==> src/rtl/dst_pkg.sv <==
package dst_pkg;

  // Control-word field positions (software-visible layout)
  localparam int unsigned FWD_BIT  = 0;
  localparam int unsigned BACK_BIT = 1;
  localparam int unsigned KEEP_BIT = 2;
  localparam int unsigned CTL_USED = 3;

  typedef enum logic [1:0] {
    ADJ_NONE = 2'd0,
    ADJ_FWD  = 2'd1,
    ADJ_BACK = 2'd2
  } adj_e;

  // Hour one step ahead, wrapping at the end of the day
  function automatic int unsigned hr_step_fwd(int unsigned h, int unsigned hours);
    if (h + 1 >= hours) return 0;
    return h + 1;
  endfunction

  // Hour one step back; hour zero is held (the caller refuses that case)
  function automatic int unsigned hr_step_back(int unsigned h);
    if (h == 0) return 0;
    return h - 1;
  endfunction

  // Does a forward step cross midnight?
  function automatic logic hr_wraps(int unsigned h, int unsigned hours);
    return (h + 1 >= hours);
  endfunction

endpackage

==> src/rtl/dst_regif.sv <==
module dst_regif
  import dst_pkg::*;
#(
  parameter int unsigned REG_W = 8
) (
  input  logic             clk,
  input  logic             rst_n,
  input  logic             reg_wr,
  input  logic             reg_wr_en,
  input  logic [REG_W-1:0] reg_wdata,
  output logic             wr_ok,
  output logic             fwd_req,
  output logic             back_req,
  output logic [REG_W-1:0] reg_rdata
);

  logic keep_q;

  // Write protection gate
  assign wr_ok    = reg_wr & reg_wr_en;
  // Command bits are strobes only; they are never stored
  assign fwd_req  = wr_ok & reg_wdata[FWD_BIT];
  assign back_req = wr_ok & reg_wdata[BACK_BIT];

  always_ff @(posedge clk) begin
    if (!rst_n) begin
      keep_q <= 1'b0;
    end else if (wr_ok) begin
      keep_q <= reg_wdata[KEEP_BIT];
    end
  end

  always_comb begin
    reg_rdata           = '0;
    reg_rdata[KEEP_BIT] = keep_q;
  end

  generate
    if (REG_W > CTL_USED) begin : g_spare
      logic unused_spare_bits;
      assign unused_spare_bits = ^reg_wdata[REG_W-1:CTL_USED];
    end
  endgenerate

endmodule

==> src/rtl/dst_cmd_arb.sv <==
module dst_cmd_arb
  import dst_pkg::*;
#(
  parameter int unsigned HR_W = 5
) (
  input  logic            fwd_req,
  input  logic            back_req,
  input  logic            init_mode,
  input  logic [HR_W-1:0] cur_hour,
  output adj_e            op,
  output logic            ev_conflict,
  output logic            ev_init_block,
  output logic            ev_zero_skip
);

  logic any_req;

  assign any_req       = fwd_req | back_req;
  assign ev_conflict   = fwd_req & back_req;
  assign ev_init_block = any_req & init_mode;
  assign ev_zero_skip  = back_req & ~fwd_req & ~init_mode & (cur_hour == '0);

  always_comb begin
    op = ADJ_NONE;
    if (!init_mode && !ev_conflict) begin
      if (fwd_req)                         op = ADJ_FWD;
      else if (back_req && !ev_zero_skip)  op = ADJ_BACK;
    end
  end

endmodule

==> src/rtl/dst_hour_math.sv <==
module dst_hour_math
  import dst_pkg::*;
#(
  parameter int unsigned HR_W  = 5,
  parameter int unsigned HOURS = 24
) (
  input  logic [HR_W-1:0] cur_hour,
  input  adj_e            op,
  output logic [HR_W-1:0] nxt_hour,
  output logic            apply,
  output logic            wrap
);

  always_comb begin
    nxt_hour = cur_hour;
    apply    = 1'b0;
    wrap     = 1'b0;
    unique case (op)
      ADJ_FWD: begin
        nxt_hour = HR_W'(hr_step_fwd(32'(cur_hour), HOURS));
        wrap     = hr_wraps(32'(cur_hour), HOURS);
        apply    = 1'b1;
      end
      ADJ_BACK: begin
        nxt_hour = HR_W'(hr_step_back(32'(cur_hour)));
        apply    = 1'b1;
      end
      default: ;
    endcase
  end

endmodule

==> src/rtl/dst_hour_adjust.sv <==
module dst_hour_adjust
  import dst_pkg::*;
#(
  parameter int unsigned HOURS = 24,
  parameter int unsigned REG_W = 8,
  localparam int unsigned HR_W = $clog2(HOURS)
) (
  input  logic             clk,
  input  logic             rst_n,
  input  logic             init_mode,
  input  logic [HR_W-1:0]  cur_hour,
  input  logic             reg_wr,
  input  logic             reg_wr_en,
  input  logic [REG_W-1:0] reg_wdata,
  output logic [REG_W-1:0] reg_rdata,
  output logic [HR_W-1:0]  hour_out,
  output logic             hour_upd,
  output logic             day_carry
);

  // Internal events, named for the bound checker
  logic            wr_ok;
  logic            fwd_req;
  logic            back_req;
  adj_e            op;
  logic            ev_conflict;
  logic            ev_init_block;
  logic            ev_zero_skip;
  logic [HR_W-1:0] nxt_hour;
  logic            op_apply;
  logic            op_wrap;

  dst_regif #(.REG_W(REG_W)) u_regif (
    .clk       (clk),
    .rst_n     (rst_n),
    .reg_wr    (reg_wr),
    .reg_wr_en (reg_wr_en),
    .reg_wdata (reg_wdata),
    .wr_ok     (wr_ok),
    .fwd_req   (fwd_req),
    .back_req  (back_req),
    .reg_rdata (reg_rdata)
  );

  dst_cmd_arb #(.HR_W(HR_W)) u_arb (
    .fwd_req       (fwd_req),
    .back_req      (back_req),
    .init_mode     (init_mode),
    .cur_hour      (cur_hour),
    .op            (op),
    .ev_conflict   (ev_conflict),
    .ev_init_block (ev_init_block),
    .ev_zero_skip  (ev_zero_skip)
  );

  dst_hour_math #(.HR_W(HR_W), .HOURS(HOURS)) u_math (
    .cur_hour (cur_hour),
    .op       (op),
    .nxt_hour (nxt_hour),
    .apply    (op_apply),
    .wrap     (op_wrap)
  );

  always_ff @(posedge clk) begin
    if (!rst_n) begin
      hour_out  <= '0;
      hour_upd  <= 1'b0;
      day_carry <= 1'b0;
    end else begin
      hour_out  <= op_apply ? nxt_hour : cur_hour;
      hour_upd  <= op_apply;
      day_carry <= op_apply & op_wrap;
    end
  end

endmodule

==> config.mk <==
export PLATFORM = sky130hd
export DESIGN_NAME = dst_hour_adjust
export DESIGN_NICKNAME = d
export VERILOG_FILES = /design/src/rtl/dst_pkg.sv /design/src/rtl/dst_regif.sv /design/src/rtl/dst_cmd_arb.sv /design/src/rtl/dst_hour_math.sv /design/src/rtl/dst_hour_adjust.sv
export SDC_FILE = /design/constraint.sdc
export NUM_CORES = 1
export LEC_CHECK = 0
export ABC_AREA = 1
export CORE_MARGIN = 2
export CORE_UTILIZATION = 38
export DETAILED_ROUTE_END_ITERATION = 7
export GPL_TIMING_DRIVEN = 0
export PLACE_DENSITY = 0.77
export SYNTH_ARGS = -nofsm -noshare
export SYNTH_HDL_FRONTEND = slang
export SYNTH_SLANG_ARGS = --single-unit
==> constraint.sdc <==
create_clock -name clk -period 1.25 [get_ports clk]
set_input_delay 0.25 -clock clk [delete_from_list [all_inputs] [get_ports clk]]
set_output_delay 0.25 -clock clk [all_outputs]
set_load 0.005 [all_outputs]
==> impl_metrics.csv, run 1 <==
group,metric,value,unit
run_status,status,"finished, final reports clean",
clock_network,h-tree-depth,1,
logic_synthesis,synth_cell_types,23,
logic_synthesis,synth_top_family_by_area,"simple AND/OR/NAND/NOR gates",
detailed_routing,finalWirelength,1.63,mm
logic_synthesis,yosys-mux-area-fraction,0,
detailed_routing,dr_wl_met3,111,um
die,dieWidth,45.0,um
logic_synthesis,synth_compound_gate_area_share,0.0863,
logic_synthesis,ys_warn_count,0,
worst_setup_path,crit_fanout,6,
logic_synthesis,post-synth-top-count-cell,"nand2_1",
job,cap_violations,0,
detailed_routing,via_per_inst,4.86,
logic_synthesis,synth_fa_ha_area_frac,0.0392,
sta,whs,0.394,ns
logic_synthesis,ys_ff_latch,8,
clock_network,cts_max_path_buffers,2,
die,rows,14,
worst_setup_path,cp-end-kind,"flop",
logic_synthesis,synth_cells,97,
sta,skew,0,ns
finish,diodes,0,
detailed_routing,routed-wl-met2,844,um
clock_network,cts_tree,"yes",
logic_synthesis,yosys-top-cells-area,"dfxtp_1, nand2_1, buf_4, nand3_1, inv_1",
logic_synthesis,synthTopCellsByCount,"nand2_1, inv_1, nand3_1",
global_routing,grt_start_max_net_pins,10,
detailed_routing,first_pass_iters,4,
worst_hold_path,min_path_type,"input port to flop",
pwr,power_density,662,mW/mm2
global_routing,gr-total-overflow,0,
sta,setup_viol,0,
worst_setup_path,cpPeakStageDelay,0.26,ns
logic_synthesis,yosys.area.top_type,"dfxtp_1",
die,die_h,45.0,um
logic_synthesis,synth-edff-count,0,
finish,syn2layout_area_growth,57.8,%
global_routing,grt_pass1_vias,591,
sta,fin_crit_sh,0.951,
placement,placedCellCount,138,
logic_synthesis,ys_seq_area_frac,0.251,
clock_network,insertion_delay,0.24,ns
logic_synthesis,syn_area_per_cell,6.58,um2
pwr,leakagePower,0.537,nW
worst_setup_path,startpoint_type,"input port",
placement,port_buffers,19,
finish,final_nets,153,
clock_network,cts_hold_buf,0,
logic_synthesis,synthFlopType,"dfxtp_1",
sta,finalSetupTns,0,ns
logic_synthesis,yosys.area_share.simple,0.375,
clock_network,clkSinkCount,8,
pwr,finalPower,0.667,mW
die,initial_core_util,0.414,
worst_setup_path,critPathKind,"input port to flop",
die,ios,33,
clock_network,cts_root_buffer,"clkbuf_4",
clock_network,numCtsBuffers,3,
logic_synthesis,async_reset_ff_frac,0,
sta,period_needed,1.19,ns
global_routing,grt_pass1_wl,2.21,mm
sta,maxSlewViolCount,0,
worst_setup_path,critPathArrivalTime,1.36,ns
sta,timing_hold_violations_final,0,
detailed_routing,drc_errors,0,
worst_setup_path,cp_slowest_cell,"clkdlybuf4s15_2",
logic_synthesis,syn_area,638,um2
pwr,ir_drop,0.000263,V
logic_synthesis,synth_top_cell_area_share,0.251,
detailed_routing,vias,715,
logic_synthesis,synth-xor-area-share,0.0275,
detailed_routing,drtIter0Drc,32,
clock_network,cts.clk_slew.worst_paths,0.05,ns
finish,fillers,145,
sta,fmax,841,MHz
detailed_routing,routedWlPerCell,11.1,um
worst_setup_path,critical_path.cell_chain,"clkdlybuf4s15_2 > inv_2 > ha_4 > xor2_1 > nand3_1 > nand2_1 > inv_1 > a21oi_2",
die,die_area,0.00202,mm2
global_routing,grt_usage,0.149,
global_routing,antenna_found_initial,0,
placement,place_congestion,0.798,
placement,dp.final_hpwl,1.08,mm
die,core,0.00154,mm2
finish,drive_gt1_frac,0.351,
detailed_routing,routed.top_layer,"met4",
placement,pre_cts_slack,-0.615,ns
sta,fin_ws,0.0612,ns
detailed_routing,drt-met1-wl,637,um
worst_setup_path,critPathRequiredTime,1.43,ns
finish,finalNonFillerCells,147,
detailed_routing,antenna_left,0,
==> power by group <==
| part | leakage, nW | internal (mW) | switching, mW | total, mW |
|---|---|---|---|---|
| registers | 0.0664 | 0.269 | 0.00271 | 0.272 |
| logic | 0.457 | 0.104 | 0.111 | 0.215 |
| clock network | 0.0138 | 0.109 | 0.0710 | 0.180 |
==> sequential cells by signal, indices dropped and copies added, names as in the netlist <==
register	cells
u_regif.keep_q	1
day_carry	1
hour_out	5
hour_upd	1
==> layout make-up <==
type	count	area [um2]	share of cell area
tap	16	20.0	0.0199
multi-input combinational	69	437	0.434
inverter	17	67.6	0.0671
buffer	9	71.3	0.0708
clock buffer	3	22.5	0.0224
timing repair buffer	25	228	0.226
sequential	8	161	0.160
==> worst max-delay path: cells and delay by family <==
family          cells  cell delay (ns)
xor+xnor            1             0.20
fa+ha+maj           1             0.17
compound gates      1             0.12
buf+inv             3             0.43
simple gates        2             0.18
==> repair_timing <==
action                     CTS  global route
setup buffers                6             0
pin swaps                    3             3
resized for setup           25            19
setup endpoints to repair   15             7
==> logic make-up after synthesis <==
kind of cell | Yosys count
xor gates and xnor gates | 2
AOI/OAI and AO/OA | 9
and+or+nand+nor | 49
buffers and inverters | 26
other | 1
adders and majority gates | 2
DFF | 8
==> metal layers <==
metal,vias to the layer above,global-route usage
met2,36,0.283
met1,309,0.157
li1,366,-
met4,0,0.0882
met5,-,0
met3,4,0.0120
==> final timing paths <==
kind         slack, ns  cells after the start                         from                     endpoint
max reg2reg       0.69                      2  u_regif.keep_q$_SDFFE_PN0N_  u_regif.keep_q$_SDFFE_PN0N_
max               0.06                      8                  cur_hour[0]       hour_out[2]$_SDFF_PN0_
min               0.39                      4                  cur_hour[2]       hour_out[2]$_SDFF_PN0_
min reg2reg       0.47                      2  u_regif.keep_q$_SDFFE_PN0N_  u_regif.keep_q$_SDFFE_PN0N_
==> placed cells by master (no fill, tap or decap), drive strengths merged, types with 3 or more instances in the layout <==
| master | instances |
|---|---|
| nand3 | 11 |
| clkbuf | 4 |
| dlygate4sd2 | 12 |
| buf | 15 |
| dfxtp | 8 |
| a21oi | 6 |
| nand2 | 22 |
| inv | 15 |
| nand4 | 7 |
| nor2 | 8 |
| conb | 7 |
| dlymetal6s2s | 3 |
==> per-stage QoR <==
step	area, um2	utilization
2_1_floorplan	661	-
3_3_place_gp	871	0.565
3_5_place_dp	871	0.565
4_1_cts	946	0.614
5_1_grt	1010	0.653
6_report	1010	0.653
(Power assumes the default switching activity.)
==> run 2: changes to the inputs <==
--- a/config.mk
+++ b/config.mk
@@ -6,7 +6,7 @@
 export NUM_CORES = 1
 export LEC_CHECK = 0
 export ABC_AREA = 1
-export CORE_MARGIN = 2
+export CORE_MARGIN = 4
 export CORE_UTILIZATION = 38
 export DETAILED_ROUTE_END_ITERATION = 7
 export GPL_TIMING_DRIVEN = 0
==> run 2 against run 1 <==
Effect of this change: routed wire length is 6.0% lower; sequential power hardly changed; via count is 6.0% lower; maximum frequency is 0.91% higher; final area is 5.8% lower; clock power is 4% higher; utilization is 3.8 points lower; register-to-register slack hardly changed; largest power group unchanged; highest routed layer unchanged.
==> impl_metrics.csv, run 2 (synthesis gave the netlist of run 1 again) <==
group,metric,value,unit
run_status,status,"finished, final reports clean",
clock_network,insertion_delay,0.25,ns
detailed_routing,drc_errors,0,
clock_network,cts.clk_slew.worst_paths,0.05,ns
clock_network,clkSinkCount,8,
sta,fin_ws,0.0719,ns
worst_setup_path,cpPeakStageDelay,0.31,ns
placement,place_congestion,0.818,
pwr,leakagePower,0.521,nW
placement,place_area,871,um2
placement,pre_cts_slack,-0.613,ns
detailed_routing,vias,672,
finish,final_common_cell,"nand2_1",
finish,postLayoutCellArea,948,um2
sta,setup_viol,0,
placement,placedCellCount,138,
worst_setup_path,cp_slowest_cell,"dfxtp_2",
detailed_routing,routedWlPerCell,10.7,um
finish,syn2layout_area_growth,48.6,%
finish,largest_reg_flops,5,
worst_setup_path,critPathRequiredTime,1.00,ns
finish,finalNonFillerCells,143,
die,rows,14,
sta,timing_hold_violations_final,0,
worst_hold_path,min_path_type,"input port to flop",
die,ios,33,
clock_network,cts_max_path_buffers,2,
sta,fin_crit_sh,0.942,
sta,fmax,849,MHz
worst_setup_path,worst-path-buf-inv,2,
pwr,finalPower,0.656,mW
sta,rsz0062_at_grt,"false",
finish,fillers,152,
finish,drive_gt1_frac,0.315,
placement,dp.final_hpwl,1.17,mm
clock_network,numCtsBuffers,3,
global_routing,antenna_found_initial,0,
detailed_routing,first_pass_iters,4,
die,core,0.00154,mm2
global_routing,grt_pass1_vias,607,
worst_setup_path,critical_path.cell_chain,"buf_4 > dlygate4sd2_1",
detailed_routing,via_per_inst,4.70,
detailed_routing,antenna_left,0,
pwr,power_density,692,mW/mm2
pwr,ir_drop,0.000244,V
sta,whs,0.339,ns
global_routing,grt_pass1_wl,2.33,mm
clock_network,h-tree-depth,1,
global_routing,grt_start_max_net_pins,10,
worst_setup_path,crit_fanout,2,
die,initial_core_util,0.414,
clock_network,cts_hold_buf,0,
clock_network,cts_tree,"yes",
global_routing,grt_usage,0.124,
worst_setup_path,critPathKind,"flop to primary output",
clock_network,cts_root_buffer,"clkbuf_4",
placement,port_buffers,19,
finish,diodes,0,
finish,layout_common_cells,"nand2_1, dlygate4sd2_1, inv_1, nand3_1, buf_4",
worst_setup_path,cp-end-kind,"primary output",
worst_setup_path,cp_top_family,"buffers and inverters",
sta,period_needed,1.18,ns
job,cap_violations,0,
finish,regMostFlops,"hour_out",
die,die_h,49.0,um
die,dieWidth,49.0,um
sta,skew,0,ns
sta,maxSlewViolCount,0,
worst_setup_path,startpoint_type,"flop",
detailed_routing,finalWirelength,1.53,mm
global_routing,gr-total-overflow,0,
finish,final_nets,149,
worst_setup_path,critPathArrivalTime,0.93,ns
detailed_routing,drtIter0Drc,5,
die,die_area,0.00240,mm2
run 2: repair_timing:
action                     in CTS  in global routing
setup endpoints to repair      15                  7
buffers inserted                1                  1
gates resized for setup        20                 18
pin swaps                       1                  3
run 2: routing by layer:
layer | track usage | vias up | routed length (um)
met5 | 0 | - | 0
li1 | - | 357 | -
met4 | 0.0942 | 0 | 60
met3 | 0.0214 | 7 | 106
met2 | 0.211 | 26 | 749
met1 | 0.134 | 282 | 612
run 2: worst paths after layout:
check	slack, ns	startpoint	cells past startpoint	to
setup / recovery	0.07	u_regif.keep_q$_SDFFE_PN0N_	2	reg_rdata[2]
hold / removal	0.34	cur_hour[4]	3	hour_out[4]$_SDFF_PN0_
setup reg to reg	0.69	u_regif.keep_q$_SDFFE_PN0N_	2	u_regif.keep_q$_SDFFE_PN0N_
hold reg to reg	0.47	u_regif.keep_q$_SDFFE_PN0N_	2	u_regif.keep_q$_SDFFE_PN0N_
run 2: layout make-up:
cell class / count / area [um2] / area share
inverters: 17 / 66.3 / 0.0699
flip-flops and latches: 8 / 161 / 0.170
multi-input cells: 69 / 412 / 0.434
clock buffers: 3 / 22.5 / 0.0237
well taps: 16 / 20.0 / 0.0211
repair buffers: 21 / 195 / 0.206
plain buffers: 9 / 71.3 / 0.0752
run 2: power breakdown:
group	switching [mW]	internal, mW
combinational	0.103	0.0934
clock	0.0790	0.109
sequential	0.00276	0.269
total	0.184	0.472
run 2: worst min-delay path, delay by kind of cell:
kind,cells,cell delay [ns]
AO/OA/AOI/OAI,1,0.04
buffers and inverters,1,0.16
AND/OR/NAND/NOR,1,0.09
run 2: stage by stage:
| stage | utilization | setup TNS, ns |
|---|---|---|
| final | 0.615 | 0 |
| after global routing | 0.615 | 0 |
| after CTS | 0.590 | -0.0310 |
| after detailed placement | 0.565 | -3.84 |
| after global placement | 0.565 | -3.60 |
| after floorplan | - | 0 |
